$ cat config.mk
export PLATFORM = sky130hd
export DESIGN_NAME = mixdot_unit
export DESIGN_NICKNAME = d
export VERILOG_FILES = /design/src/rtl/mixdot_pkg.sv /design/src/rtl/mixdot_word_pick.sv /design/src/rtl/mixdot_lane.sv /design/src/rtl/mixdot_unit.sv
export SDC_FILE = /design/constraint.sdc
export NUM_CORES = 2
export LEC_CHECK = 0
export ABC_CLOCK_PERIOD_IN_PS = 15470
export BUFFER_PORTS_ARGS = -buffer_cell sky130_fd_sc_hd__buf_2
export CAP_MARGIN = 20
export CELL_PAD_IN_SITES_DETAIL_PLACEMENT = 1
export CELL_PAD_IN_SITES_GLOBAL_PLACEMENT = 1
export CORE_MARGIN = 2
export CORE_UTILIZATION = 25
export CTS_CLUSTER_DIAMETER = 80
export DETAILED_ROUTE_END_ITERATION = 10
export GPL_TIMING_DRIVEN = 0
export HOLD_SLACK_MARGIN = 0.1
export PLACE_DENSITY_LB_ADDON = 0.15
export SLEW_MARGIN = 10
export SYNTH_ARGS = -nofsm -noshare
export SYNTH_HDL_FRONTEND = slang
export SYNTH_SLANG_ARGS = --single-unit
$ cat constraint.sdc
create_clock -name clk -period 15.47 [get_ports clk]
set_clock_uncertainty 0.15 [all_clocks]
set_input_delay 2.3205 -clock clk [delete_from_list [all_inputs] [get_ports clk]]
set_output_delay 2.3205 -clock clk [all_outputs]
set_load 0.05 [all_outputs]
$ cat src/rtl/mixdot_pkg.sv
package mixdot_pkg;
    localparam int unsigned VEC_W      = 128;
    localparam int unsigned LANE_W     = 32;
    localparam int unsigned BYTE_W     = 8;
    localparam int unsigned LANES      = VEC_W / LANE_W;
    localparam int unsigned BYTES_LANE = LANE_W / BYTE_W;
    localparam int unsigned IDX_W      = $clog2(LANES);
    localparam int unsigned PROD_W     = 2 * BYTE_W + 2;

    typedef logic [LANE_W-1:0] lane_t;
    typedef logic [BYTE_W-1:0] byte_t;

    typedef enum logic {
        DSZ_HALF = 1'b0,
        DSZ_FULL = 1'b1
    } dsize_e;

    typedef struct packed {
        logic             vld;
        logic [VEC_W-1:0] data;
    } result_t;

    // signed byte times unsigned byte, widened to a lane with sign extension
    function automatic lane_t su_product(input byte_t s, input byte_t u);
        logic signed [BYTE_W:0]   s_ext;
        logic signed [BYTE_W:0]   u_ext;
        logic signed [PROD_W-1:0] p;
        s_ext = {s[BYTE_W-1], s};
        u_ext = {1'b0, u};
        p     = PROD_W'(s_ext) * PROD_W'(u_ext);
        return {{(LANE_W-PROD_W){p[PROD_W-1]}}, p};
    endfunction
endpackage

$ cat src/rtl/mixdot_word_pick.sv
module mixdot_word_pick
    import mixdot_pkg::*;
#(
    parameter int unsigned W_VEC  = VEC_W,
    parameter int unsigned W_LANE = LANE_W,
    localparam int unsigned N_WORDS = W_VEC / W_LANE,
    localparam int unsigned W_IDX   = $clog2(N_WORDS)
) (
    input  logic [W_VEC-1:0]  vec,
    input  logic [W_IDX-1:0]  idx,
    output logic [W_LANE-1:0] word
);
    logic [W_LANE-1:0] words [N_WORDS];

    for (genvar k = 0; k < N_WORDS; k++) begin : g_split
        assign words[k] = vec[k*W_LANE +: W_LANE];
    end

    always_comb begin
        word = '0;
        for (int k = 0; k < N_WORDS; k++) begin
            if (idx == W_IDX'(k)) word = words[k];
        end
    end
endmodule

$ cat src/rtl/mixdot_lane.sv
module mixdot_lane
    import mixdot_pkg::*;
#(
    parameter int unsigned N_BYTES = BYTES_LANE
) (
    input  lane_t s_word,
    input  lane_t u_word,
    input  lane_t acc,
    output lane_t sum
);
    lane_t prods [N_BYTES];

    for (genvar b = 0; b < N_BYTES; b++) begin : g_prod
        assign prods[b] = su_product(s_word[b*BYTE_W +: BYTE_W],
                                     u_word[b*BYTE_W +: BYTE_W]);
    end

    always_comb begin
        sum = acc;
        for (int b = 0; b < N_BYTES; b++) begin
            sum = sum + prods[b];
        end
    end
endmodule

$ cat src/rtl/mixdot_unit.sv
module mixdot_unit
    import mixdot_pkg::*;
#(
    parameter int unsigned W_VEC  = VEC_W,
    parameter int unsigned W_LANE = LANE_W,
    localparam int unsigned N_LANES = W_VEC / W_LANE,
    localparam int unsigned W_IDX   = $clog2(N_LANES)
) (
    input  logic             clk,
    input  logic             rst,
    input  logic             in_valid,
    input  logic             wide_mode,
    input  logic [W_IDX-1:0] elem_idx,
    input  logic [W_VEC-1:0] src_s,
    input  logic [W_VEC-1:0] src_u,
    input  logic [W_VEC-1:0] acc_in,
    output logic             out_valid,
    output logic [W_VEC-1:0] acc_out
);
    dsize_e      dsize;
    lane_t       shared_word;
    logic [W_VEC-1:0] next_vec;
    result_t     res_q;

    assign dsize = dsize_e'(wide_mode);

    mixdot_word_pick #(.W_VEC(W_VEC), .W_LANE(W_LANE)) pick_i (
        .vec  (src_u),
        .idx  (elem_idx),
        .word (shared_word)
    );

    for (genvar e = 0; e < N_LANES; e++) begin : g_lane
        lane_t lane_sum;
        mixdot_lane lane_i (
            .s_word (src_s[e*W_LANE +: W_LANE]),
            .u_word (shared_word),
            .acc    (acc_in[e*W_LANE +: W_LANE]),
            .sum    (lane_sum)
        );
        if (e < N_LANES / 2) begin : g_low
            assign next_vec[e*W_LANE +: W_LANE] = lane_sum;
        end else begin : g_high
            assign next_vec[e*W_LANE +: W_LANE] =
                (dsize == DSZ_FULL) ? lane_sum : '0;
        end
    end

    always_ff @(posedge clk) begin
        if (rst) begin
            res_q <= '0;
        end else begin
            res_q.vld <= in_valid;
            if (in_valid) res_q.data <= next_vec;
        end
    end

    assign out_valid = res_q.vld;
    assign acc_out   = res_q.data;

    // valid lags its input by one clock
    p_valid_lag_r8: assert property (@(posedge clk) disable iff (rst)
        !$past(rst) |-> (out_valid == $past(in_valid)));

    // reset clears outputs
    p_reset_clear_r9: assert property (@(posedge clk) disable iff (rst)
        $past(rst) |-> (!out_valid && acc_out == '0));

    // no valid input, result held
    p_hold_idle_r10: assert property (@(posedge clk) disable iff (rst)
        (!$past(rst) && !$past(in_valid)) |-> $stable(acc_out));

    // half width leaves upper half zero
    p_half_upper_r7: assert property (@(posedge clk) disable iff (rst)
        (!$past(rst) && $past(in_valid) && !$past(wide_mode))
            |-> (acc_out[W_VEC-1:W_VEC/2] == '0));

    // zero signed source passes accumulator through
    p_zero_src_r11: assert property (@(posedge clk) disable iff (rst)
        (!$past(rst) && $past(in_valid) && $past(wide_mode) && $past(src_s) == '0)
            |-> (acc_out == $past(acc_in)));
endmodule

# After elaboration in Yosys (flattened, before gate mapping)
# Index checks and enable logic that the tools add are counted.
# Widths: inputs -> output; s select.
# word_totals
regBits,129
input_bits,390
word_cells,44
output_inout_bits,129
# op_classes
eq_ne,3
mux,6
reduce_logical,1
multipliers,16
addsub,16
# ops
op,n
$add 32x32->32,16
$mul 8x9->17,16
$mux 32,6
$eq 2x2->1 const B,2
$eq 2x1->1 const B,1
$logic_not 2->1,1

# Longest topological paths before layout
# depth
depth_word,11
depth_mapped,41
ltp_nobuf,37

# Hierarchy
# Synthesis repeated with hierarchy kept, for this count alone.
# unflattened
hier_cells,6146
hier_area_um2,54858.9
# by_module_without_submodules
module,cells_per_inst,seq_area_each_um2,instances,area_each_um2
mixdot_lane (g_lane[3].lane_i),1414,0.0,1,12349.3
mixdot_lane (g_lane[0].lane_i),1398,0.0,1,12333.1
mixdot_lane (g_lane[1].lane_i),1399,0.0,1,12309.3
mixdot_lane (g_lane[2].lane_i),1404,0.0,1,12290.5
mixdot_unit,492,2582.5,1,4762.1
mixdot_word_pick,39,0.0,1,814.5

# Least setup slack after synthesis
# Ideal clock, no wire load.
# synth_path
kind,input to register
startpoint,input elem_idx[1]
endpoint,register res_q (netlist bit acc_out[127])
required_ns,15.251
arrival_ns,12.633
setup_slack_ns,2.618
cell_stages,37
path_buffers,4
setup_time_ns,0.069
path_cell_list,clkbuf_1 > clkbuf_1 > clkbuf_1 > mux4_2 > clkbuf_1 > and2_1 > fa_1 > inv_1 > fa_1 > inv_1 > fa_1 > inv_1 > fa_1 > inv_1 > ha_1 > o21a_1 > o21ai_0 > inv_1 > a2111oi_0 > o31ai_1 > a21oi_1 > xnor2_1 > fa_1 > fa_1 > inv_1 > fa_1 > ha_1 > a21o_1 > or4_1 > a21oi_1 > nor3_1 > a2111oi_0 > or3_1 > o21ai_1 > a21oi_1 > xnor3_1 > o21ai_1
# synth_via
elab_chain_cells,11
word_cells_on_any_way,17
cone_classes,add/sub: 4; mul: 4; eq/ne: 3; mux: 5; reduce/logical: 1
# synth_lines
element,line,source
"start, declared",mixdot_unit.sv:13,"input logic [W_IDX-1:0] elem_idx,"
$logic_not 2->1,mixdot_word_pick.sv:22,if (idx == W_IDX'(k)) word = words[k];
$mux 32 (3 in a row),mixdot_word_pick.sv:22,
$mux 32 (*),mixdot_word_pick.sv:22,
$mul 8x9->17,mixdot_pkg.sv:30,p = PROD_W'(s_ext) * PROD_W'(u_ext);
$add 32x32->32 (3 in a row),mixdot_lane.sv:21,sum = sum + prods[b];
$add 32x32->32 (*),mixdot_lane.sv:21,
$mux 32 (*),mixdot_unit.sv:45,(dsize == DSZ_FULL) ? lane_sum : '0;
"end, declared",mixdot_unit.sv:23,result_t res_q;
# Every way passes the cells marked *; elsewhere a longest branch is shown, timed or not.
# A chain may end at the register's enable or synchronous reset.

# Worst setup path after layout
# layout_path
startpoint,input elem_idx[1]
endpoint,register res_q (netlist bit acc_out[31])
# layout_via
elab_chain_cells,10
word_cells_on_any_way,16
cone_classes,add/sub: 4; mul: 4; eq/ne: 3; mux: 4; reduce/logical: 1
# layout_lines
element,line
$logic_not 2->1,mixdot_word_pick.sv:22
$mux 32 (3 in a row),mixdot_word_pick.sv:22
$mux 32 (*),mixdot_word_pick.sv:22
$mul 8x9->17,mixdot_pkg.sv:30
$add 32x32->32 (3 in a row),mixdot_lane.sv:21
$add 32x32->32 (*),mixdot_lane.sv:21
# Marked as above.

==> flow_metrics.py <==
metrics = {
    "sta": {
        "finalCritPeriodShare_pct": 94.5,
        "setup_viol": 0,
        "rsz0062_at_grt": "no",
        "slew_headroom_pct": 15.7,
        "finalHoldViolCount": 0,
        "fin_ws_ns": 0.857,
        "fmax_ghz": 0.0684,
        "worstMarginPinSlew_ns": 1.26,
        "slew_viol_final": 0,
        "finalCriticalPeriod_ns": 14.61,
    },
    "floorplan": {
        "num_io_pins": 519,
        "core-area_um2": 217000,
        "rows": 171,
        "dieWidth_um": 471,
        "start_util_pct": 25.1,
        "die_h_um": 471,
        "die_area_um2": 222000,
    },
    "layout": {
        "final_common_cell": "inv_1",
        "layout_common_cells": "inv_1 (1447), fa_1 (960), ha_1 (816)",
        "fillers": 25700,
        "drive_above_1_share_pct": 9.69,
        "fin_nets": 8904,
        "area_growth_pct": 13.5,
    },
    "clocking": {
        "cts_root_buffer": "clkbuf_16",
        "clk_latency_ns": 0.52,
        "cts_tree": "done",
        "post_cts_buffers": 0,
        "ctsResizeCount": 0,
        "ctsHoldBuffers": 0,
        "h-tree-depth": 4,
        "max-clock-path-buffers": 2,
        "numCtsBuffers": 17,
        "cts_sinks": 129,
        "clk_pin_slew_ns": 0.07,
    },
    "routing": {
        "drtIter0Drc": 1730,
        "wirelength_um": 225000,
        "vias": 43100,
        "dr.pass1.iters": 7,
        "via_per_inst": 4.48,
        "drtAntennaViolNets": 0,
        "drc": 0,
        "routedWlPerCell_um": 23.3,
    },
    "yosys": {
        "ys_seq_area_share_pct": 4.74,
        "synth.top_cells.by_area": "fa_1 (35%), ha_1 (19%), inv_1 (10%), and2_1 (6.6%), dfxtp_1 (4.7%)",
        "ys_types": 78,
        "syn_area_um2": 54500,
        "syn_avg_cell_area_um2": 8.82,
        "synth-edff-count": 0,
        "synthCells": 6175,
        "yosysTopAreaCell": "fa_1",
        "synth_nets": 8341,
        "synth_top_cell_area_share_pct": 35.3,
        "ys_async_sr_fraction_pct": 0,
        "ys_ff_latch": 129,
        "ys.warnings.count": 0,
        "synth_ff_type": "dfxtp_1",
    },
    "worst_setup_path": {
        "cp_slowest_cell": "clkbuf_1",
        "cpMostUsedCell": "fa_1",
        "worstPathMaxFanout": 11,
        "cp.required_ns": 15.74,
        "max_stage_delay_ns": 0.71,
        "arrival_ns": 14.89,
        "worstSetupStartpointType": "input port",
        "crit_type": "input port to flip-flop",
        "worstSetupEndpointType": "flip-flop",
        "r2r_slack_ns": 14.29,
    },
    "place": {
        "port_buffers": 516,
        "dp_worst_setup_slack_ns": 0.0644,
        "dpl.hpwl_um": 200000,
        "gp_congestion": 0.866,
    },
    "global_routing": {
        "grt_pass1_vias": 47600,
        "grt_max_degree": 17,
        "antenna_found_initial": 57,
        "use_met2_pct": 34.3,
        "met1_usage_pct": 28.1,
        "grt_pass1_wl_um": 328000,
        "grtUsageMet3_pct": 2.42,
        "grt_overflow": 0,
        "top_usage_layer": "met2",
        "grtUsageTotal_pct": 20.4,
    },
    "job": {
        "cap_violations": 0,
    },
    "hold_path": {
        "hp-class": "flip-flop to flip-flop",
    },
    "status": {
        "status": "completed",
    },
}
==> logic make-up (layout without fill, tap and decap cells) <==
family,after synthesis,in the layout,synth area share [%]
compound gates,699,699,8.28
xor+xnor,303,303,5.01
fa+ha+maj,1776,1776,54.0
buf+inv,1588,2164,10.9
flops,129,129,4.74
mux,73,73,2.08
other cells,0,29,0
simple gates,1607,1607,14.9
==> critical path, delay by kind of cell <==
family | cells | cell delay, ns
adder cells (fa/ha/maj) | 9 | 4.31
AO/OA/AOI/OAI | 12 | 3.44
buffers and inverters | 11 | 3.13
AND/OR/NAND/NOR | 3 | 0.75
XOR/XNOR | 2 | 0.46
multiplexers | 1 | 0.35
==> stage by stage <==
stage               hold WS (ns)  util (%)  std cells  setup TNS (ns)  area, µm²
finish                     0.301      28.5       9634               0      61800
global placement           0.285      27.9       9545         -169.77      60600
floorplan                  0.513         -       6175               0      54500
CTS                        0.309      28.5       9604               0      61700
detailed placement         0.295      28.2       9572               0      61100
global route               0.343      28.5       9611               0      61800
==> routing by layer <==
layer  part of all wire (%)  wire length, µm  up-vias
li1                       -                -    20300
met1                     47           106000    22100
met2                     48           107000      601
met3                    3.2             7190      140
met4                    1.7             3920       36
met5                  0.097              218        -
==> sequential cells by signal, summed over array words and instances (netlist names) <==
register / count
out_valid: 1
acc_out: 128
==> path summary, 6_finish.rpt <==
check	startpoint	end	depth (start not counted)
max	elem_idx[1]	acc_out[31]$_SDFFE_PP0P_	38
min	acc_out[56]$_SDFFE_PP0P_	acc_out[56]$_SDFFE_PP0P_	2
max reg2reg	acc_out[60]$_SDFFE_PP0P_	acc_out[60]$_SDFFE_PP0P_	4
min reg2reg	acc_out[56]$_SDFFE_PP0P_	acc_out[56]$_SDFFE_PP0P_	2
==> cell usage after synthesis, drive strengths merged, types with 7 or more instances <==
master	count
a211o	13
a211oi	31
a21o	86
a21oi	234
a22oi	19
a31oi	8
and2	572
and3	10
buf	8
clkbuf	133
dfxtp	129
fa	960
ha	816
inv	1447
mux2i	40
mux4	32
nand2	453
nand2b	100
nand3	34
nand4	8
nor2	284
nor2b	39
nor3	54
nor4	7
o2111ai	7
o211ai	11
o21a	38
o21ai	122
o21bai	57
o31ai	9
o41ai	13
or2	8
or3	17
or4	7
xnor2	212
xor2	86
==> cell type report <==
| type | instances | area [µm²] | area share (%) |
|---|---|---|---|
| Multi-Input combinational cell | 4458 | 46000 | 74.5 |
| Inverter | 1447 | 5430 | 8.79 |
| Tap cell | 2854 | 3570 | 5.78 |
| Timing Repair Buffer | 544 | 2970 | 4.81 |
| Sequential cell | 129 | 2580 | 4.18 |
| Buffer | 141 | 541 | 0.875 |
| Clock buffer | 17 | 425 | 0.688 |
| Clock inverter | 15 | 169 | 0.273 |
| Antenna cell | 29 | 72.6 | 0.117 |
Power is not shown: default switching activity piles up to over one toggle a cycle in this logic, so the estimate is an artifact.
